**config.mk**
```make
export PLATFORM = sky130hd
export DESIGN_NAME = audio_ctl_rx
export DESIGN_NICKNAME = d
export VERILOG_FILES = /design/src/rtl/actl_pkg.sv /design/src/rtl/actl_sync.sv /design/src/rtl/actl_shift.sv /design/src/rtl/actl_decode.sv /design/src/rtl/audio_ctl_rx.sv
export SDC_FILE = /design/constraint.sdc
export NUM_CORES = 1
export LEC_CHECK = 0
export BUFFER_PORTS_ARGS = -buffer_cell sky130_fd_sc_hd__buf_4
export CORE_UTILIZATION = 61
export DETAILED_ROUTE_END_ITERATION = 8
export PLACE_DENSITY = 0.87
export SLEW_MARGIN = 20
export SYNTH_ARGS = -nofsm -noshare
export SYNTH_HDL_FRONTEND = slang
export SYNTH_SLANG_ARGS = --single-unit
```
**constraint.sdc**
```tcl
create_clock -name clk -period 4 [get_ports clk]
set_clock_uncertainty 0.1 [all_clocks]
set_input_delay 0.4 -clock clk [delete_from_list [all_inputs] [get_ports clk]]
set_output_delay 0.4 -clock clk [all_outputs]
set_load 0.02 [all_outputs]
```
**src/rtl/actl_pkg.sv**
```systemverilog
package actl_pkg;

    localparam int FRAME_BITS   = 36;
    localparam int LEAD_BITS    = 2;
    localparam int PAYLOAD_BITS = FRAME_BITS - LEAD_BITS;
    localparam int CNT_W        = $clog2(FRAME_BITS + 2);

    localparam int SEL_W    = 2;
    localparam int COARSE_W = 4;
    localparam int FINE_W   = 3;
    localparam int TONE_W   = 3;
    localparam int FADE_W   = 4;

    // Member order mirrors the frame from D3 down to D36 (MSB first).
    typedef struct packed {
        logic [SEL_W-1:0]    in_sel;
        logic                loud_on;
        logic [COARSE_W-1:0] vol1_coarse;
        logic [FINE_W-1:0]   vol1_fine;
        logic [COARSE_W-1:0] vol2_coarse;
        logic [FINE_W-1:0]   vol2_fine;
        logic [TONE_W-1:0]   bass_lvl;
        logic                bass_boost;
        logic [TONE_W-1:0]   mid_lvl;
        logic                mid_boost;
        logic [TONE_W-1:0]   treb_lvl;
        logic                treb_boost;
        logic [FADE_W-1:0]   fade_lvl;
        logic                fade_front;
    } ctl_fields_t;

    localparam logic [SEL_W-1:0]    SEL_FIRST   = 2'b00;
    localparam logic [COARSE_W-1:0] COARSE_MUTE = 4'b0000;
    localparam logic [FINE_W-1:0]   FINE_M7DB   = 3'b000;
    localparam logic [TONE_W-1:0]   TONE_FLAT   = 3'b000;
    localparam logic [FADE_W-1:0]   FADE_0DB    = 4'b0000;

    localparam ctl_fields_t FIELDS_RESET = '{
        in_sel:      SEL_FIRST,
        loud_on:     1'b0,
        vol1_coarse: COARSE_MUTE,
        vol1_fine:   FINE_M7DB,
        vol2_coarse: COARSE_MUTE,
        vol2_fine:   FINE_M7DB,
        bass_lvl:    TONE_FLAT,
        bass_boost:  1'b0,
        mid_lvl:     TONE_FLAT,
        mid_boost:   1'b0,
        treb_lvl:    TONE_FLAT,
        treb_boost:  1'b0,
        fade_lvl:    FADE_0DB,
        fade_front:  1'b0
    };

endpackage

```
**src/rtl/actl_sync.sv**
```systemverilog
module actl_sync #(
    parameter int             W       = 3,
    parameter int             STAGES  = 2,
    parameter logic [W-1:0]   RST_VAL = '0
) (
    input  logic         clk,
    input  logic         rst_n,
    input  logic [W-1:0] async_in,
    output logic [W-1:0] level,
    output logic [W-1:0] rise,
    output logic [W-1:0] fall
);

    typedef struct packed {
        logic [STAGES-1:0][W-1:0] pipe;
        logic [W-1:0]             prev;
    } sync_st_t;

    sync_st_t st_d, st_q;

    always_comb begin
        st_d         = st_q;
        st_d.pipe[0] = async_in;
        for (int i = 1; i < STAGES; i++) begin
            st_d.pipe[i] = st_q.pipe[i-1];
        end
        st_d.prev = st_q.pipe[STAGES-1];
    end

    always_ff @(posedge clk or negedge rst_n) begin
        if (!rst_n) begin
            st_q <= '{pipe: {STAGES{RST_VAL}}, prev: RST_VAL};
        end else begin
            st_q <= st_d;
        end
    end

    assign level = st_q.pipe[STAGES-1];
    assign rise  = level & ~st_q.prev;
    assign fall  = ~level & st_q.prev;

endmodule

```
**src/rtl/actl_shift.sv**
```systemverilog
module actl_shift
    import actl_pkg::*;
(
    input  logic                  clk,
    input  logic                  rst_n,
    input  logic                  bit_in,
    input  logic                  bit_strobe,
    input  logic                  en_level,
    input  logic                  en_fall,
    output logic [FRAME_BITS-1:0] word,
    output logic                  done,
    output logic [CNT_W-1:0]      bit_cnt
);

    localparam logic [CNT_W-1:0] CNT_FULL = CNT_W'(FRAME_BITS);
    localparam logic [CNT_W-1:0] CNT_OVER = CNT_W'(FRAME_BITS + 1);

    typedef struct packed {
        logic [FRAME_BITS-1:0] sr;
        logic [CNT_W-1:0]      cnt;
        logic                  done;
    } shift_st_t;

    shift_st_t st_d, st_q;

    always_comb begin
        st_d      = st_q;
        st_d.done = 1'b0;
        if (en_fall) begin
            // End of frame: accept only an exact bit count, then rearm.
            st_d.done = (st_q.cnt == CNT_FULL);
            st_d.cnt  = '0;
        end else if (en_level && bit_strobe) begin
            st_d.sr = {st_q.sr[FRAME_BITS-2:0], bit_in};
            if (st_q.cnt != CNT_OVER) begin
                st_d.cnt = st_q.cnt + 1'b1;
            end
        end
    end

    always_ff @(posedge clk or negedge rst_n) begin
        if (!rst_n) begin
            st_q <= '{sr: '0, cnt: '0, done: 1'b0};
        end else begin
            st_q <= st_d;
        end
    end

    assign word    = st_q.sr;
    assign done    = st_q.done;
    assign bit_cnt = st_q.cnt;

endmodule

```
**src/rtl/actl_decode.sv**
```systemverilog
module actl_decode
    import actl_pkg::*;
(
    input  logic                  clk,
    input  logic                  rst_n,
    input  logic [FRAME_BITS-1:0] word,
    input  logic                  done,
    output ctl_fields_t           fields,
    output logic                  new_word
);

    typedef struct packed {
        ctl_fields_t f;
        logic        nw;
    } dec_st_t;

    dec_st_t st_d, st_q;

    always_comb begin
        st_d    = st_q;
        st_d.nw = done;
        if (done) begin
            // Leading no-op bits sit above the payload and are dropped here.
            st_d.f = ctl_fields_t'(word[PAYLOAD_BITS-1:0]);
        end
    end

    always_ff @(posedge clk or negedge rst_n) begin
        if (!rst_n) begin
            st_q <= '{f: FIELDS_RESET, nw: 1'b0};
        end else begin
            st_q <= st_d;
        end
    end

    assign fields   = st_q.f;
    assign new_word = st_q.nw;

endmodule

```
**src/rtl/audio_ctl_rx.sv**
```systemverilog
module audio_ctl_rx
    import actl_pkg::*;
#(
    parameter int SYNC_STAGES = 2
) (
    input  logic                clk,
    input  logic                rst_n,
    input  logic                ser_clk,
    input  logic                ser_dat,
    input  logic                ser_en,
    output logic                new_word,
    output logic [SEL_W-1:0]    in_sel,
    output logic                loud_on,
    output logic [COARSE_W-1:0] vol1_coarse,
    output logic [FINE_W-1:0]   vol1_fine,
    output logic [COARSE_W-1:0] vol2_coarse,
    output logic [FINE_W-1:0]   vol2_fine,
    output logic [TONE_W-1:0]   bass_lvl,
    output logic                bass_boost,
    output logic [TONE_W-1:0]   mid_lvl,
    output logic                mid_boost,
    output logic [TONE_W-1:0]   treb_lvl,
    output logic                treb_boost,
    output logic [FADE_W-1:0]   fade_lvl,
    output logic                fade_front
);

    localparam int LINES = 3;
    localparam int IDX_DAT = 0;
    localparam int IDX_CLK = 1;
    localparam int IDX_EN  = 2;
    localparam logic [LINES-1:0] LINE_IDLE = 3'b100;

    logic [LINES-1:0]      line_lvl, line_rise, line_fall;
    logic [FRAME_BITS-1:0] shift_word;
    logic                  frame_done;
    logic [CNT_W-1:0]      bit_cnt;
    ctl_fields_t           fields;

    actl_sync #(
        .W       (LINES),
        .STAGES  (SYNC_STAGES),
        .RST_VAL (LINE_IDLE)
    ) u_sync (
        .clk      (clk),
        .rst_n    (rst_n),
        .async_in ({ser_en, ser_clk, ser_dat}),
        .level    (line_lvl),
        .rise     (line_rise),
        .fall     (line_fall)
    );

    actl_shift u_shift (
        .clk        (clk),
        .rst_n      (rst_n),
        .bit_in     (line_lvl[IDX_DAT]),
        .bit_strobe (line_rise[IDX_CLK]),
        .en_level   (line_lvl[IDX_EN]),
        .en_fall    (line_fall[IDX_EN]),
        .word       (shift_word),
        .done       (frame_done),
        .bit_cnt    (bit_cnt)
    );

    actl_decode u_decode (
        .clk      (clk),
        .rst_n    (rst_n),
        .word     (shift_word),
        .done     (frame_done),
        .fields   (fields),
        .new_word (new_word)
    );

    assign in_sel      = fields.in_sel;
    assign loud_on     = fields.loud_on;
    assign vol1_coarse = fields.vol1_coarse;
    assign vol1_fine   = fields.vol1_fine;
    assign vol2_coarse = fields.vol2_coarse;
    assign vol2_fine   = fields.vol2_fine;
    assign bass_lvl    = fields.bass_lvl;
    assign bass_boost  = fields.bass_boost;
    assign mid_lvl     = fields.mid_lvl;
    assign mid_boost   = fields.mid_boost;
    assign treb_lvl    = fields.treb_lvl;
    assign treb_boost  = fields.treb_boost;
    assign fade_lvl    = fields.fade_lvl;
    assign fade_front  = fields.fade_front;

    // Unused edge outputs of the synchroniser.
    logic unused_edges;
    assign unused_edges = ^{line_rise[IDX_DAT], line_rise[IDX_EN],
                            line_fall[IDX_DAT], line_fall[IDX_CLK]};

endmodule

```
==> results of run 1 <==
[critical path, stage by stage (launching register included)]
cell and delay (ns):
dfrtp_1 0.77, buf_4 0.39, mux2_2 0.38
[through the flow]
| step | util [%] | setup WS (ns) | power, W |
|---|---|---|---|
| final | 76.2 | 2.23 | 0.00157 |
| after global routing | 76.2 | 2.16 | 0.00163 |
| after CTS | 76.2 | 2.24 | 0.00158 |
| after detailed placement | 72.0 | 2.26 | 0.000982 |
| after global placement | 72.0 | 2.30 | 0.000976 |
| after floorplan | - | 2.51 | 0.000947 |
[logic make-up (layout without fill, tap and decap cells)]
group	count (synthesis)	after routing	share of synthesized area, %
and+or+nand+nor	116	116	14.9
DFF	84	84	66.7
muxes	37	37	13.2
buffers and inverters	14	60	2.34
AOI/OAI and AO/OA	7	7	1.66
adders and majority gates	3	3	1.19
[cell usage in the layout (no fill, tap or decap), drive strengths merged]
| cell type | n |
|---|---|
| a21oi | 1 |
| a311oi | 1 |
| and3b | 1 |
| buf | 42 |
| bufinv | 1 |
| clkbuf | 12 |
| clkinv | 2 |
| clkinvlp | 1 |
| dfrtp | 81 |
| dfstp | 3 |
| ha | 3 |
| inv | 2 |
| mux2 | 35 |
| mux2i | 2 |
| nand2 | 105 |
| nand2b | 1 |
| nand3 | 2 |
| nand3b | 1 |
| nand4 | 1 |
| nand4b | 1 |
| nor2 | 1 |
| nor2b | 1 |
| nor4b | 1 |
| o211ai | 1 |
| o21a | 1 |
| o21ai | 1 |
| o311ai | 1 |
| o41ai | 1 |
| or3b | 1 |
[metal layers]
| metal | up-vias | wire length, um |
|---|---|---|
| met3 | 6 | 163 |
| met4 | 0 | 74 |
| li1 | 934 | - |
| met2 | 43 | 2740 |
| met5 | - | 0 |
| met1 | 989 | 2430 |
[flip-flops by register name (all words and copies together), names as in the netlist]
signal and cells:
u_sync.st_d 3, u_decode.new_word 1, u_shift.bit_cnt 6, u_shift.word 34, u_shift.done 1, u_sync.level 3, u_sync.st_q 2, u_decode.fields 34
[worst max-delay path by stage]
stage / slack [ns] / end / depth (start not counted)
2_1_floorplan: 2.51 / u_shift.bit_cnt[1] / 4
3_3_place_gp: 2.30 / u_decode.fields[21] / 2
3_5_place_dp: 2.26 / u_decode.fields[0] / 2
4_1_cts: 2.24 / u_decode.fields[2] / 2
5_1_grt: 2.16 / u_decode.fields[19] / 2
6_report: 2.23 / u_decode.fields[2] / 2
[layout make-up]
| type | instances | area, sq um |
|---|---|---|
| Tap cell | 67 | 83.8 |
| Inverter | 2 | 7.51 |
| Sequential cell | 84 | 2110 |
| Fill cell | 324 | 1150 |
| Multi-Input combinational cell | 163 | 977 |
| Clock buffer | 12 | 155 |
| Clock inverter | 4 | 47.5 |
| Timing Repair Buffer | 42 | 319 |
[power by group]
group	total (W)	leakage (nW)	internal [W]	switching, W
clock	0.000604	0.102	0.000321	0.000283
combinational	0.0000641	0.765	0.0000207	0.0000435
sequential	0.000903	1.14	0.000878	0.0000252
total	0.00157	2.01	0.00122	0.000351
==> flow_metrics.tcl, run 1 <==
set metrics [dict create \
    status "complete, but fails checks" \
    violations "hold timing" \
    pin_count 40 \
    r2r_cells 2 \
    ys_seq_area_share_pct 66.7 \
    reg2reg_from "u_shift.done" \
    use_met2_pct 36.6 \
    fp.dieH_um 73.9 \
    worst-r2r-setup-slack_ns 2.23 \
    drv_cap 0 \
    cp.arrival_ns 1.90 \
    grt.busiest_layer "met2" \
    start_util_pct 65.1 \
    cts-hold-fix-buffers 0 \
    coreArea_sq_um 4850 \
    final_area_sq_um 3700 \
    cts_setup_buffers 0 \
    avgSynthCellArea_sq_um 12.1 \
    dp_hpwl_um 3420 \
    globalRouteOverflowTotal 0 \
    powerDensity_nw_per_um2 425 \
    dr.pass1.iters 4 \
    portBuffers 39 \
    ir_drop_mv 0.226 \
    nNetsFinal 310 \
    htreeDepth 3 \
    clk_latency_ns 0.34 \
    synth_top_area_share_pct 64.2 \
    ys.warnings.count 0 \
    dieWidth_um 73.9 \
    grt_pass1_wl_um 8870 \
    synth_area_leader_cell "dfrtp_1" \
    post_cts_resized 0 \
    cts_tree "done" \
    synth_edf_count 0 \
    finalHoldViolations 13 \
    synthArstFlopShare_pct 100 \
    hold_ws_ns -0.0192 \
    instances_no_fill 374 \
    drt-wirelength-per-cell_um 14.4 \
    antenna_found_initial 0 \
    max_freq_ghz 0.565 \
    yosysMostFrequentCell "nand2_1" \
    critPathLaunchType "flop" \
    slew_violations 0 \
    power.leakage_nw 2.01 \
    route.detailed.drc 0 \
    post_dp_cell_area_sq_um 3490 \
    viasPerCell 5.27 \
    slew_headroom_pct 51.8 \
    numCtsBuffers 9 \
    grtUsageMet1_pct 28.4 \
    final.setup.tns_ns 0 \
    postSynthCellCount 261 \
    synth_common_cells "nand2_1 (105), dfrtp_1 (81), mux2_2 (34)" \
    ant_nets 0 \
    wl_um 5400 \
    critPathMaxFanout 20 \
    worstSetupEndpointType "flop" \
    vias 1972 \
    placedCellCount 358 \
    drive_gt1_share_pct 31.3 \
    grt_max_degree 85 \
    clock-sinks 84 \
    synth_area_leaders "dfrtp_1 (64%), nand2_1 (12%), mux2_2 (12%), dfstp_2 (2.5%), buf_2 (1.7%)" \
    path_class "flop to flop" \
    r2r_end "u_decode.fields[2]" \
    crit_required_ns 4.13 \
    hp-class "input pin to asynchronous set/reset pin" \
    tightest_slew_ns 0.723 \
    grt_use_total_pct 22.5 \
    ys_ff_latch 84 \
    grt_pass1_vias 1943 \
    synth_ff_type "dfrtp_1" \
    syn-cell-area_sq_um 3160 \
    cts.clk_slew.worst_paths_ns 0.08 \
    area_delta_synth_final_pct 17.1 \
    synth_cell_types 27 \
    grt_use_met3_pct 7.05 \
    synth_nets 269 \
    worstSetupStartpoint "u_shift.done" \
    post-route-period-util_pct 44.2 \
    drtIter0Drc 178 \
    globalplace.congestion 0.817 \
    dieArea_sq_um 5470 \
    cts-root-buf "clkbuf_8" \
    cts_buffer_depth 2 \
    grt_setup_unrepaired "no" \
    n_antenna_cell 0 \
    post-route-min-period_ns 1.77 \
    final-setup-viol-count 0 \
    num_rows 25 \
]
Power figures use the tool's default switching activity.
==> inputs of run 2 (changes only) <==
Settings changed: CORE_UTILIZATION 61 to 56, PLACE_DENSITY 0.87 to 0.81.
Clock period 4 ns to 1.7 ns, I/O delays scaled along.
==> run 2 against run 1 <==
Clock power grew 140%. Global-route usage shrank 2.1 points. The run now ends clean. Sequential power grew 140%. Sequential share of layout area shrank 1.9 points. Count of clock-buffer cells in the layout is the same. Critical path type unchanged. Largest power group unchanged.
==> flow_metrics.tcl, run 2 (synthesis results as in run 1) <==
set metrics [dict create \
    status "finished, final reports clean" \
    p_comb_share_pct 4.7 \
    numCtsBuffers 9 \
    cp.arrival_ns 1.69 \
    ant_nets 0 \
    coreArea_sq_um 5270 \
    cts_buffer_depth 2 \
    antenna_found_initial 0 \
    grt_setup_unrepaired "no" \
    fillers 385 \
    grt_pass1_wl_um 9230 \
    post-route-min-period_ns 1.57 \
    p_total_w 0.00372 \
    seqPwrFrac_pct 57.1 \
    fp.dieH_um 77.1 \
    p_sw_w 0.000831 \
    drive_gt1_share_pct 32.4 \
    start_util_pct 59.9 \
    final_common_cell "nand2_1" \
    drv_cap 0 \
    grt_use_total_pct 20.4 \
    max_freq_ghz 0.638 \
    slew_headroom_pct 75.5 \
    final_cell_mix "nand2_1 (105), dfrtp_1 (81), buf_4 (46)" \
    critPathLaunchType "flop" \
    dieArea_sq_um 5940 \
    drt-wirelength-per-cell_um 13.9 \
    finalHoldViolations 0 \
    grt_max_degree 44 \
    cp_cell_sequence "inv_1 -> ha_1 -> nand4b_1 -> o21a_2 -> mux2_4" \
    n_antenna_cell 0 \
    viasPerCell 5.08 \
    dieWidth_um 77.1 \
    critPathMaxFanout 3 \
    area_delta_synth_final_pct 21.2 \
    clock-sinks 84 \
    intPower_w 0.00289 \
    wl_um 5380 \
    cts-root-buf "clkbuf_8" \
    post_cts_resized 0 \
    nNetsFinal 321 \
    tightest_slew_ns 0.367 \
    hp-class "input pin to asynchronous set/reset pin" \
    worstSetupEndpointType "flop" \
    drtIter0Drc 150 \
    slew_violations 0 \
    clkPwrFrac_pct 38.1 \
    dr.pass1.iters 4 \
    route.detailed.drc 0 \
    globalRouteOverflowTotal 0 \
    cpPeakStageDelay_ns 0.41 \
    cp_top_family "flip-flops" \
    num_rows 26 \
    r2r_cells 5 \
    path_buf_inv 1 \
    crit_required_ns 1.83 \
    cp_slowest_cell "dfrtp_1" \
    cts_setup_buffers 0 \
    dp_hpwl_um 3560 \
    power.leakage_nw 2.07 \
    cp.depth 5 \
    post-route-period-util_pct 92.2 \
    vias 1972 \
    p_sw_share_pct 22.3 \
    grt_pass1_vias 1974 \
    powerDensity_nw_per_um2 972 \
    cts_tree "done" \
    final.setup.tns_ns 0 \
    clk_latency_ns 0.34 \
    portBuffers 39 \
    htreeDepth 3 \
    pin_count 40 \
    globalplace.congestion 0.847 \
    path_class "flop to flop" \
    cts.clk_slew.worst_paths_ns 0.08 \
    final-setup-viol-count 0 \
    ir_drop_mv 0.590 \
]
-- run 2: power groups by stage --
stage	registers (W)	logic, W	clock network, W
finish	0.00213	0.000175	0.00142
global route	0.00213	0.000205	0.00151
CTS	0.00212	0.000180	0.00145
detailed placement	0.00216	0.000172	0
global placement	0.00216	0.000158	0
floorplan	0.00214	0.0000887	0
-- run 2: final cells by class --
class	instances	area, sq um	share of cell area [%]
Sequential cell	84	2110	55.0
Clock buffer	12	155	4.05
Multi-Input combinational cell	163	977	25.5
Tap cell	70	87.6	2.29
Timing Repair Buffer	53	445	11.6
Inverter	2	7.51	0.196
Clock inverter	4	47.5	1.24
-- run 2: worst register-to-register path, cell delays in order (launching register included) --
cell and delay, ns:
dfrtp_1 0.41, inv_1 0.12, ha_1 0.18, nand4b_1 0.12, o21a_2 0.24, mux2_4 0.29
-- run 2: path summary, 6_finish.rpt --
kind,from,endpoint,slack [ns]
worst max-delay path,u_shift.bit_cnt[1],u_shift.bit_cnt[1],0.13
worst min-delay path,rst_n,u_sync.st_d[6],0.19
worst max register to register,u_shift.bit_cnt[1],u_shift.bit_cnt[1],0.13
worst min register to register,u_sync.st_d[6],u_sync.level[0],0.26
max in group asynchronous,rst_n,u_decode.fields[21],0.76
min in group clk,u_sync.st_d[6],u_sync.level[0],0.26
-- run 2: routing by layer --
| metal | vias up | track usage, % | wire length (um) |
|---|---|---|---|
| met3 | 6 | 5.00 | 213 |
| met4 | 0 | 9.06 | 76 |
| li1 | 950 | - | - |
| met1 | 973 | 27.7 | 2480 |
| met2 | 43 | 31.4 | 2610 |
| met5 | - | 0 | 0 |
-- run 2: repair_timing --
| item | in CTS | in global routing |
|---|---|---|
| endpoints found under the setup margin | 0 | 0 |
| hold buffers | 4 | 0 |
| hold endpoints to repair | 72 | 0 |
-- run 2: through the flow --
| stage | cell area [sq um] | hold slack, ns | setup WS [ns] | util [%] | cells |
|---|---|---|---|---|---|
| after floorplan | 3160 | -0.226 | 0.214 | - | 261 |
| after global placement | 3580 | 0.00590 | 0.206 | 68.0 | 368 |
| after detailed placement | 3580 | 0.0129 | 0.177 | 68.0 | 368 |
| after CTS | 3830 | 0.185 | 0.119 | 72.6 | 388 |
| after global routing | 3830 | 0.224 | 0.0517 | 72.6 | 388 |
| final | 3830 | 0.190 | 0.133 | 72.6 | 388 |
==> inputs of run 3 (changes only) <==
Settings changed: CORE_UTILIZATION 56 to 50, CTS_BUF_LIST set to sky130_fd_sc_hd__clkbuf_4 sky130_fd_sc_hd__clkbuf_8, PLACE_DENSITY 0.81 to 0.74.
==> run 3 against run 2 <==
Highest routed layer unchanged. Cell count grew 0.77%. Wire length shrank 3.3%. Critical path type unchanged. Setup slack gained 0.045 ns.
==> flow_metrics.tcl, run 3 (synthesis results as in run 1) <==
set metrics [dict create \
    status "finished, final reports clean" \
    grt_max_degree 39 \
    antenna_found_initial 0 \
    path_buf_inv 1 \
    fp.dieH_um 81.5 \
    hp-class "input pin to asynchronous set/reset pin" \
    critPathMaxFanout 11 \
    portBuffers 39 \
    final-setup-viol-count 0 \
    area_delta_synth_final_pct 21.0 \
    dieWidth_um 81.5 \
    post-route-period-util_pct 89.5 \
    wl_um 5200 \
    htreeDepth 3 \
    path_class "flop to flop" \
    p_total_w 0.00374 \
    grt_use_total_pct 18.4 \
    ant_nets 0 \
    p_sw_share_pct 21.0 \
    globalRouteOverflowTotal 0 \
    hold_ws_ns 0.194 \
    powerDensity_nw_per_um2 979 \
    start_util_pct 52.7 \
    cp_cell_sequence "and3b_1 -> buf_4 -> a21oi_1 -> a311oi_1" \
    drtIter0Drc 91 \
    n_antenna_cell 0 \
    dp_slack_ns 0.191 \
    fin_util_pct 63.8 \
    worstSetupEndpointType "flop" \
    critPathLaunchType "flop" \
    pin_count 40 \
    p_sw_w 0.000786 \
    slew_headroom_pct 74.1 \
    fillers 471 \
    cts.clk_slew.worst_paths_ns 0.08 \
    cp_top_family "flip-flops" \
    vias 1937 \
    coreArea_sq_um 5990 \
    seqCellArea_sq_um 2110 \
    slew_violations 0 \
    p_comb_share_pct 4.4 \
    grt_setup_unrepaired "no" \
    post_cts_resized 0 \
    post-route-min-period_ns 1.52 \
    num_rows 28 \
    dr.pass1.iters 4 \
    cp_slowest_cell "dfstp_2" \
    cts-root-buf "clkbuf_8" \
    drive_gt1_share_pct 32.3 \
    viasPerCell 4.95 \
    final_cell_mix "nand2_1 (105), dfrtp_1 (81), buf_4 (46)" \
    grt_pass1_vias 1902 \
    dp_hpwl_um 3510 \
    intPower_w 0.00295 \
    finalHoldViolations 0 \
    globalplace.congestion 0.792 \
    clkPwrFrac_pct 38.8 \
    numCtsBuffers 9 \
    clock-sinks 84 \
    seqPwrFrac_pct 56.8 \
    crit_required_ns 1.85 \
    grt_pass1_wl_um 8920 \
    route.detailed.drc 0 \
    ir_drop_mv 0.599 \
    cp.arrival_ns 1.67 \
    setup_ws_ns 0.178 \
    cpPeakStageDelay_ns 0.56 \
    multiInputGateArea_sq_um 977 \
    cts_tree "done" \
    final_common_cell "nand2_1" \
    cts_buffer_depth 2 \
    max_freq_ghz 0.657 \
    drv_cap 0 \
    clk_latency_ns 0.34 \
    dieArea_sq_um 6630 \
    nNetsFinal 320 \
    final.setup.tns_ns 0 \
    power.leakage_nw 2.07 \
    tightest_slew_ns 0.389 \
    drt-wirelength-per-cell_um 13.3 \
    cts_setup_buffers 0 \
]
run 3: cell count changes in the layout (fill, tap and decap cells not counted), sizes merged:
cell	previous run	this run
clkinvlp	1	0
buf	49	48
clkbuf	12	14
clkinv	2	0
run 3: repair_timing:
item / in CTS / in global routing
endpoints found under the hold margin: 32 / 0
endpoints found under the setup margin: 0 / 0
hold buffers: 4 / 0
run 3: worst paths after layout:
check,startpoint,endpoint,slack [ns],cells after the start
setup / recovery,u_sync.level[2],u_shift.bit_cnt[2],0.18,4
hold / removal,rst_n,u_sync.level[0],0.19,2
setup reg to reg,u_sync.level[2],u_shift.bit_cnt[2],0.18,4
hold reg to reg,u_sync.st_d[7],u_sync.level[1],0.26,0
max in group asynchronous,rst_n,u_shift.word[3],0.74,3
min in group clk,u_sync.st_d[7],u_sync.level[1],0.26,0
run 3: power groups by stage:
stage | Combinational, W | Clock (W) | Sequential, W
2_1_floorplan | 0.0000887 | 0 | 0.00214
3_3_place_gp | 0.000155 | 0 | 0.00216
3_5_place_dp | 0.000162 | 0 | 0.00216
4_1_cts | 0.000169 | 0.00149 | 0.00212
5_1_grt | 0.000197 | 0.00157 | 0.00213
6_report | 0.000165 | 0.00145 | 0.00212
run 3: final cells by class:
cell class,instances,area share [%]
Clock buffer,14,4.72
Clock inverter,1,0.786
Inverter,2,0.197
Multi-Input combinational cell,163,25.6
Sequential cell,84,55.1
Tap cell,75,2.46
Timing Repair Buffer,52,11.1
run 3: metrics by stage:
step	cell area [sq um]	cells
global route	3820	391
finish	3820	391
floorplan	3160	261
detailed placement	3570	372
global placement	3570	372
CTS	3820	391
run 3: per-layer routing:
layer / vias up / wire (um) / track usage (%)
li1: 953 / - / -
met1: 938 / 2550 / 25.4
met2: 39 / 2350 / 27.3
met3: 7 / 244 / 6.33
met4: 0 / 60 / 5.89
met5: - / 0 / 0
run 3: worst reg2reg max path, delay by kind of cell (launching register included):
family / cells / cell delay, ns
buffers and inverters: 1 / 0.20
and+or+nand+nor: 1 / 0.23
DFF: 1 / 0.56
AOI/OAI and AO/OA: 2 / 0.33
